==> config.mk <==
export PLATFORM = sky130hd
export DESIGN_NAME = slot_reg_irq
export DESIGN_NICKNAME = d
export VERILOG_FILES = /design/src/rtl/slot_pkg.sv /design/src/rtl/slot_tx_buf.sv /design/src/rtl/slot_rx_buf.sv /design/src/rtl/slot_irq_ctrl.sv /design/src/rtl/slot_reg_irq.sv
export SDC_FILE = /design/constraint.sdc
export NUM_CORES = 1
export LEC_CHECK = 0
export ABC_AREA = 1
export BUFFER_PORTS_ARGS = -buffer_cell sky130_fd_sc_hd__buf_4
export CAP_MARGIN = 15
export CORE_UTILIZATION = 53
export DETAILED_ROUTE_END_ITERATION = 10
export HOLD_SLACK_MARGIN = 0.02
export PLACE_DENSITY = 0.85
export SLEW_MARGIN = 10
export SYNTH_ARGS = -nofsm -noshare
export SYNTH_HDL_FRONTEND = slang
export SYNTH_SLANG_ARGS = --single-unit
==> constraint.sdc <==
create_clock -name clk -period 2.7 [get_ports clk]
set_clock_uncertainty 0.2 [all_clocks]
set_input_delay 0.27 -clock clk [delete_from_list [all_inputs] [get_ports clk]]
set_output_delay 0.27 -clock clk [all_outputs]
set_load 0.01 [all_outputs]
==> src/rtl/slot_pkg.sv <==
package slot_pkg;
  localparam int NSLOT = 3;
  localparam int NIRQ  = NSLOT + 1;
  localparam int CW    = NIRQ + 1;

  typedef enum logic [1:0] {
    SEL_S1   = 2'd0,
    SEL_S2   = 2'd1,
    SEL_S12  = 2'd2,
    SEL_CTRL = 2'd3
  } reg_sel_e;
endpackage

==> src/rtl/slot_tx_buf.sv <==
module slot_tx_buf #(
  parameter int DW = 20
) (
  input  logic          clk,
  input  logic          rst_n,
  input  logic          load,
  input  logic [DW-1:0] load_data,
  input  logic          ready,
  output logic          valid,
  output logic [DW-1:0] data,
  output logic          done
);
  logic          pending;
  logic [DW-1:0] word;

  // A write overrides an acceptance on the same edge.
  always_ff @(posedge clk) begin
    if (!rst_n) begin
      pending <= 1'b0;
      word    <= '0;
    end else if (load) begin
      pending <= 1'b1;
      word    <= load_data;
    end else if (pending && ready) begin
      pending <= 1'b0;
    end
  end

  assign valid = pending;
  assign data  = word;
  assign done  = ~pending;

  a_r2_load_sets: assert property (@(posedge clk) disable iff (!rst_n)
    load |=> (valid && data == $past(load_data)));
  a_r3_hold: assert property (@(posedge clk) disable iff (!rst_n)
    (valid && !ready && !load) |=> (valid && $stable(data)));
  a_r3_accept: assert property (@(posedge clk) disable iff (!rst_n)
    (valid && ready && !load) |=> done);
  a_r4_load_wins: assert property (@(posedge clk) disable iff (!rst_n)
    (valid && ready && load) |=> (valid && !done));
endmodule

==> src/rtl/slot_rx_buf.sv <==
module slot_rx_buf #(
  parameter int DW = 20
) (
  input  logic          clk,
  input  logic          rst_n,
  input  logic          in_valid,
  input  logic [DW-1:0] in_data,
  input  logic          rd_clr,
  output logic [DW-1:0] word,
  output logic          flag
);
  always_ff @(posedge clk) begin
    if (!rst_n) begin
      word <= '0;
      flag <= 1'b0;
    end else if (in_valid) begin
      word <= in_data;
      flag <= 1'b1;
    end else if (rd_clr) begin
      flag <= 1'b0;
    end
  end

  a_r5_capture: assert property (@(posedge clk) disable iff (!rst_n)
    in_valid |=> (flag && word == $past(in_data)));
  a_r6_read_clears: assert property (@(posedge clk) disable iff (!rst_n)
    (rd_clr && !in_valid) |=> !flag);
  a_r6_collision: assert property (@(posedge clk) disable iff (!rst_n)
    (rd_clr && in_valid) |=> flag);
endmodule

==> src/rtl/slot_irq_ctrl.sv <==
module slot_irq_ctrl
  import slot_pkg::*;
(
  input  logic            clk,
  input  logic            rst_n,
  input  logic            ctrl_we,
  input  logic [CW-1:0]   ctrl_wdata,
  output logic [CW-1:0]   ctrl_q,
  input  logic [NIRQ-1:0] raw,
  output logic [NIRQ-1:0] masked,
  output logic            irq,
  input  logic            ser_out,
  input  logic            ser_pin_in,
  output logic            ser_in
);
  logic            loop_on;
  logic [NIRQ-1:0] enables;

  always_ff @(posedge clk) begin
    if (!rst_n) ctrl_q <= '0;
    else if (ctrl_we) ctrl_q <= ctrl_wdata;
  end

  assign loop_on = ctrl_q[0];
  assign enables = ctrl_q[CW-1:1];
  assign masked  = raw & enables;
  assign irq     = |masked;
  assign ser_in  = loop_on ? ser_out : ser_pin_in;

  a_r8_ctrl_load: assert property (@(posedge clk) disable iff (!rst_n)
    ctrl_we |=> (ctrl_q == $past(ctrl_wdata)));
  a_r8_ctrl_keep: assert property (@(posedge clk) disable iff (!rst_n)
    !ctrl_we |=> $stable(ctrl_q));
endmodule

==> src/rtl/slot_reg_irq.sv <==
module slot_reg_irq
  import slot_pkg::*;
#(
  parameter int DW = 20
) (
  input  logic                clk,
  input  logic                rst_n,
  input  logic                wr_en,
  input  logic [1:0]          wr_sel,
  input  logic [DW-1:0]       wr_data,
  input  logic                rd_en,
  input  logic [1:0]          rd_sel,
  output logic [DW-1:0]       rd_data,
  output logic [NSLOT-1:0]    tx_valid,
  input  logic [NSLOT-1:0]    tx_ready,
  output logic [NSLOT*DW-1:0] tx_data,
  input  logic                rx_valid,
  input  logic [DW-1:0]       rx_data,
  input  logic                ser_out,
  input  logic                ser_pin_in,
  output logic                ser_in,
  output logic [NIRQ-1:0]     irq_raw,
  output logic [NIRQ-1:0]     irq_masked,
  output logic                irq
);
  logic [NSLOT-1:0] tx_done;
  logic [DW-1:0]    rx_word;
  logic             rx_flag;
  logic [CW-1:0]    ctrl_q;

  for (genvar i = 0; i < NSLOT; i++) begin : g_tx
    slot_tx_buf #(.DW(DW)) u_tx (
      .clk       (clk),
      .rst_n     (rst_n),
      .load      (wr_en && (wr_sel == 2'(i))),
      .load_data (wr_data),
      .ready     (tx_ready[i]),
      .valid     (tx_valid[i]),
      .data      (tx_data[i*DW +: DW]),
      .done      (tx_done[i])
    );
  end

  slot_rx_buf #(.DW(DW)) u_rx (
    .clk      (clk),
    .rst_n    (rst_n),
    .in_valid (rx_valid),
    .in_data  (rx_data),
    .rd_clr   (rd_en && (rd_sel == SEL_S2)),
    .word     (rx_word),
    .flag     (rx_flag)
  );

  assign irq_raw = {rx_flag, tx_done};

  slot_irq_ctrl u_ctrl (
    .clk        (clk),
    .rst_n      (rst_n),
    .ctrl_we    (wr_en && (wr_sel == SEL_CTRL)),
    .ctrl_wdata (wr_data[CW-1:0]),
    .ctrl_q     (ctrl_q),
    .raw        (irq_raw),
    .masked     (irq_masked),
    .irq        (irq),
    .ser_out    (ser_out),
    .ser_pin_in (ser_pin_in),
    .ser_in     (ser_in)
  );

  always_comb begin
    case (rd_sel)
      SEL_S1:  rd_data = tx_data[0 +: DW];
      SEL_S2:  rd_data = rx_word;
      SEL_S12: rd_data = tx_data[2*DW +: DW];
      default: rd_data = {{(DW-CW){1'b0}}, ctrl_q};
    endcase
  end

  a_r7_other_read_keeps: assert property (@(posedge clk) disable iff (!rst_n)
    (!rx_valid && !(rd_en && rd_sel == SEL_S2)) |=> $stable(irq_raw[NIRQ-1]));
endmodule

==> impl_metrics.py <==
metrics = {
    "outcome": {
        "status": "complete, no violations",
    },
    "clock_tree": {
        "cts_made_buffers": 9,
        "clk_latency_ns": 0.34,
        "clock-root-buffer": "clkbuf_8",
        "postCtsResizedCells": 0,
        "htree_num_levels": 3,
        "cts_tree": "done",
        "cts.path.max_buffers": 2,
        "clk_pin_slew_worst_paths_ns": 0.08,
        "cts_sinks": 89,
    },
    "drt": {
        "vias_per_cell": 5.08,
        "drt_wl_total_um": 12100,
        "via_count": 4456,
        "drt_iter0_drc": 358,
        "dr.pass1.iters": 5,
        "route.detailed.drc": 0,
        "ant_nets": 0,
        "wl_per_cell_um": 13.8,
    },
    "setup_path": {
        "cp-end-kind": "output pin",
        "critPathLaunchType": "primary input",
        "crit_arrival_ns": 1.22,
        "critPathSlowestCell": "nor2_4",
        "crit_family": "simple AND/OR/NAND/NOR gates",
        "required_ns": 2.23,
        "criticalPathCategory": "in -> out",
        "path_common_cell": "buf_4",
        "critPathMaxStageDelay_ns": 0.29,
        "worstPathCellList": "buf_4 > inv_2 > nor2_4 > nand2_1 > nand3_1 > buf_4",
        "path_buf_inv": 3,
        "critPathMaxFanout": 15,
    },
    "synthesis": {
        "yosysWarningCount": 0,
        "synth_nets": 668,
        "synth_top_family_by_area": "simple AND/OR/NAND/NOR gates",
        "synthMuxAreaShare_pct": 0,
        "yosysUniqueCellTypes": 18,
        "yosys.area_share.xor_xnor_pct": 0,
        "ys_ff_latch": 89,
        "synthSimpleGateAreaFrac_pct": 39.4,
        "synth_compound_area_share_pct": 5.90,
        "netlist_area_um2": 4070,
        "avgSynthCellArea_um2": 6.63,
        "seq_area_frac_synth_pct": 43.8,
        "syn_inst": 614,
        "synth_fa_ha_area_share_pct": 0,
    },
    "cells_and_area": {
        "synthToLayoutAreaGrowth_pct": 40.5,
        "finalNetCount": 828,
        "instances_no_fill": 878,
        "diodes": 0,
        "nFillCells": 539,
        "final_cell_mix": "nand2_1, buf_4, nor2_1",
        "layout_commonest_cell": "nand2_1",
        "drive_gt1_share_pct": 22.6,
    },
    "grt": {
        "gr-usage-all-layers_pct": 30.0,
        "antenna_found_initial": 0,
        "grt_max_degree": 53,
        "grt_pass1_wl_um": 18300,
        "overflow": 0,
        "grt_pass1_vias": 3898,
    },
    "place": {
        "pre_cts_ws_ns": 1.01,
        "gp_congestion": 0.828,
        "dp_cells": 819,
        "portBuffers": 146,
        "dp_hpwl_um": 8040,
    },
    "floorplanning": {
        "die_h_um": 89.6,
        "die_w_um": 89.6,
        "dieArea_um2": 8030,
        "core-area_um2": 7330,
        "io_pins": 147,
        "start_util_pct": 55.5,
        "num_rows": 31,
    },
    "sta": {
        "period_share_pct": 62.5,
        "fin_hold_ws_ns": 0.0322,
        "min_period_ns": 1.69,
        "worst_slack_ns": 1.01,
        "relSlewSlack_pct": 44.0,
        "drv_slew": 0,
        "hold_viol_final": 0,
        "max_freq_mhz": 593,
        "rsz0062_at_grt": "false",
        "worst_pin_slew_ns": 0.839,
        "finalSetupViolCount": 0,
        "tns_ns": 0,
    },
    "power_and_ir_drop": {
        "p_leak_nw": 2.91,
        "power_density_nw_per_um2": 508,
        "power.total_w": 0.00290,
        "vdd_ir_drop_max_mv": 0.272,
    },
    "job": {
        "maxCapViolCount": 0,
    },
    "hold_path": {
        "hold_class": "in -> reg",
    },
}
worst register-to-register path, delay by kind of cell (launching register included):
family	cells	cell delay (ns)
AND/OR/NAND/NOR	1	0.28
flip-flops	1	0.36
buffers and inverters	1	0.08
AO/OA/AOI/OAI	1	0.11
power by group:
group / internal, W / switching (W) / total [W]
sequential: 0.00138 / 0.0000573 / 0.00144
combinational: 0.000257 / 0.000273 / 0.000530
clock: 0.000460 / 0.000470 / 0.000930
total: 0.00210 / 0.000800 / 0.00290
repair_timing:
item                                    4_1_cts  5_1_grt
buffers inserted                              0        0
endpoints found under the setup margin        0        0
hold endpoints to repair                     66        0
hold buffers                                 43        0
Yosys cell counts:
master / instances / area (µm²)
o21ai_0: 20 / 100
buf_1: 7 / 26.3
nor2_4: 3 / 33.8
dfxtp_1: 89 / 1780
nand3_1: 32 / 160
buf_6: 1 / 11.3
inv_1: 52 / 195
nand2_1: 165 / 619
buf_4: 12 / 90.1
nor2_1: 143 / 537
buf_2: 17 / 85.1
nand3b_1: 20 / 150
clkbuf_1: 8 / 30.0
or2_2: 3 / 18.8
inv_2: 2 / 7.51
nand4_1: 10 / 62.6
nand3_2: 2 / 20.0
a21oi_1: 28 / 140
logic make-up (layout without fill, tap and decap cells):
logic type,after synthesis,after routing
AOI/OAI and AO/OA,48,48
and+or+nand+nor,378,378
DFF,89,89
buffers and inverters,99,264
metrics by stage:
stage	util, %	cell area [µm²]
5_1_grt	78.0	5720
3_3_place_gp	69.3	5080
2_1_floorplan	-	4070
3_5_place_dp	69.3	5080
6_report	78.0	5720
4_1_cts	78.0	5720
flip-flops by register name, indices dropped and copies added (netlist names):
register,flops
g_tx.u_tx.data,60
g_tx.u_tx.valid,3
u_ctrl.ctrl_q,5
u_rx.flag,1
u_rx.word,20
cell type report:
type	instances	area [µm²]	area share, %
multi-input cells	426	1840	32.2
well taps	99	124	2.17
flip-flops and latches	89	1780	31.2
inverters	54	203	3.54
repair buffers	194	1560	27.4
clock buffers	11	141	2.47
clock inverters	5	62.6	1.09
path summary, 6_finish.rpt:
kind                                         start                 end  slack, ns  depth (start not counted)
worst min-delay path                         rd_en           u_rx.flag       0.03                          4
worst max-delay path                     rd_sel[0]          rd_data[8]       1.01                          6
worst max register to register  g_tx[0].u_tx.valid  g_tx[0].u_tx.valid       1.60                          3
worst min register to register           u_rx.flag           u_rx.flag       0.30                          2
layer usage:
metal  vias up  global-route usage [%]  share of wire, %
met5         -                       0                 0
met4         0                    13.6               2.7
met3        30                    4.94               6.2
met2       200                    48.1                47
met1      2028                    39.7                44
li1       2198                       -                 -
(Power assumes the default switching activity.)
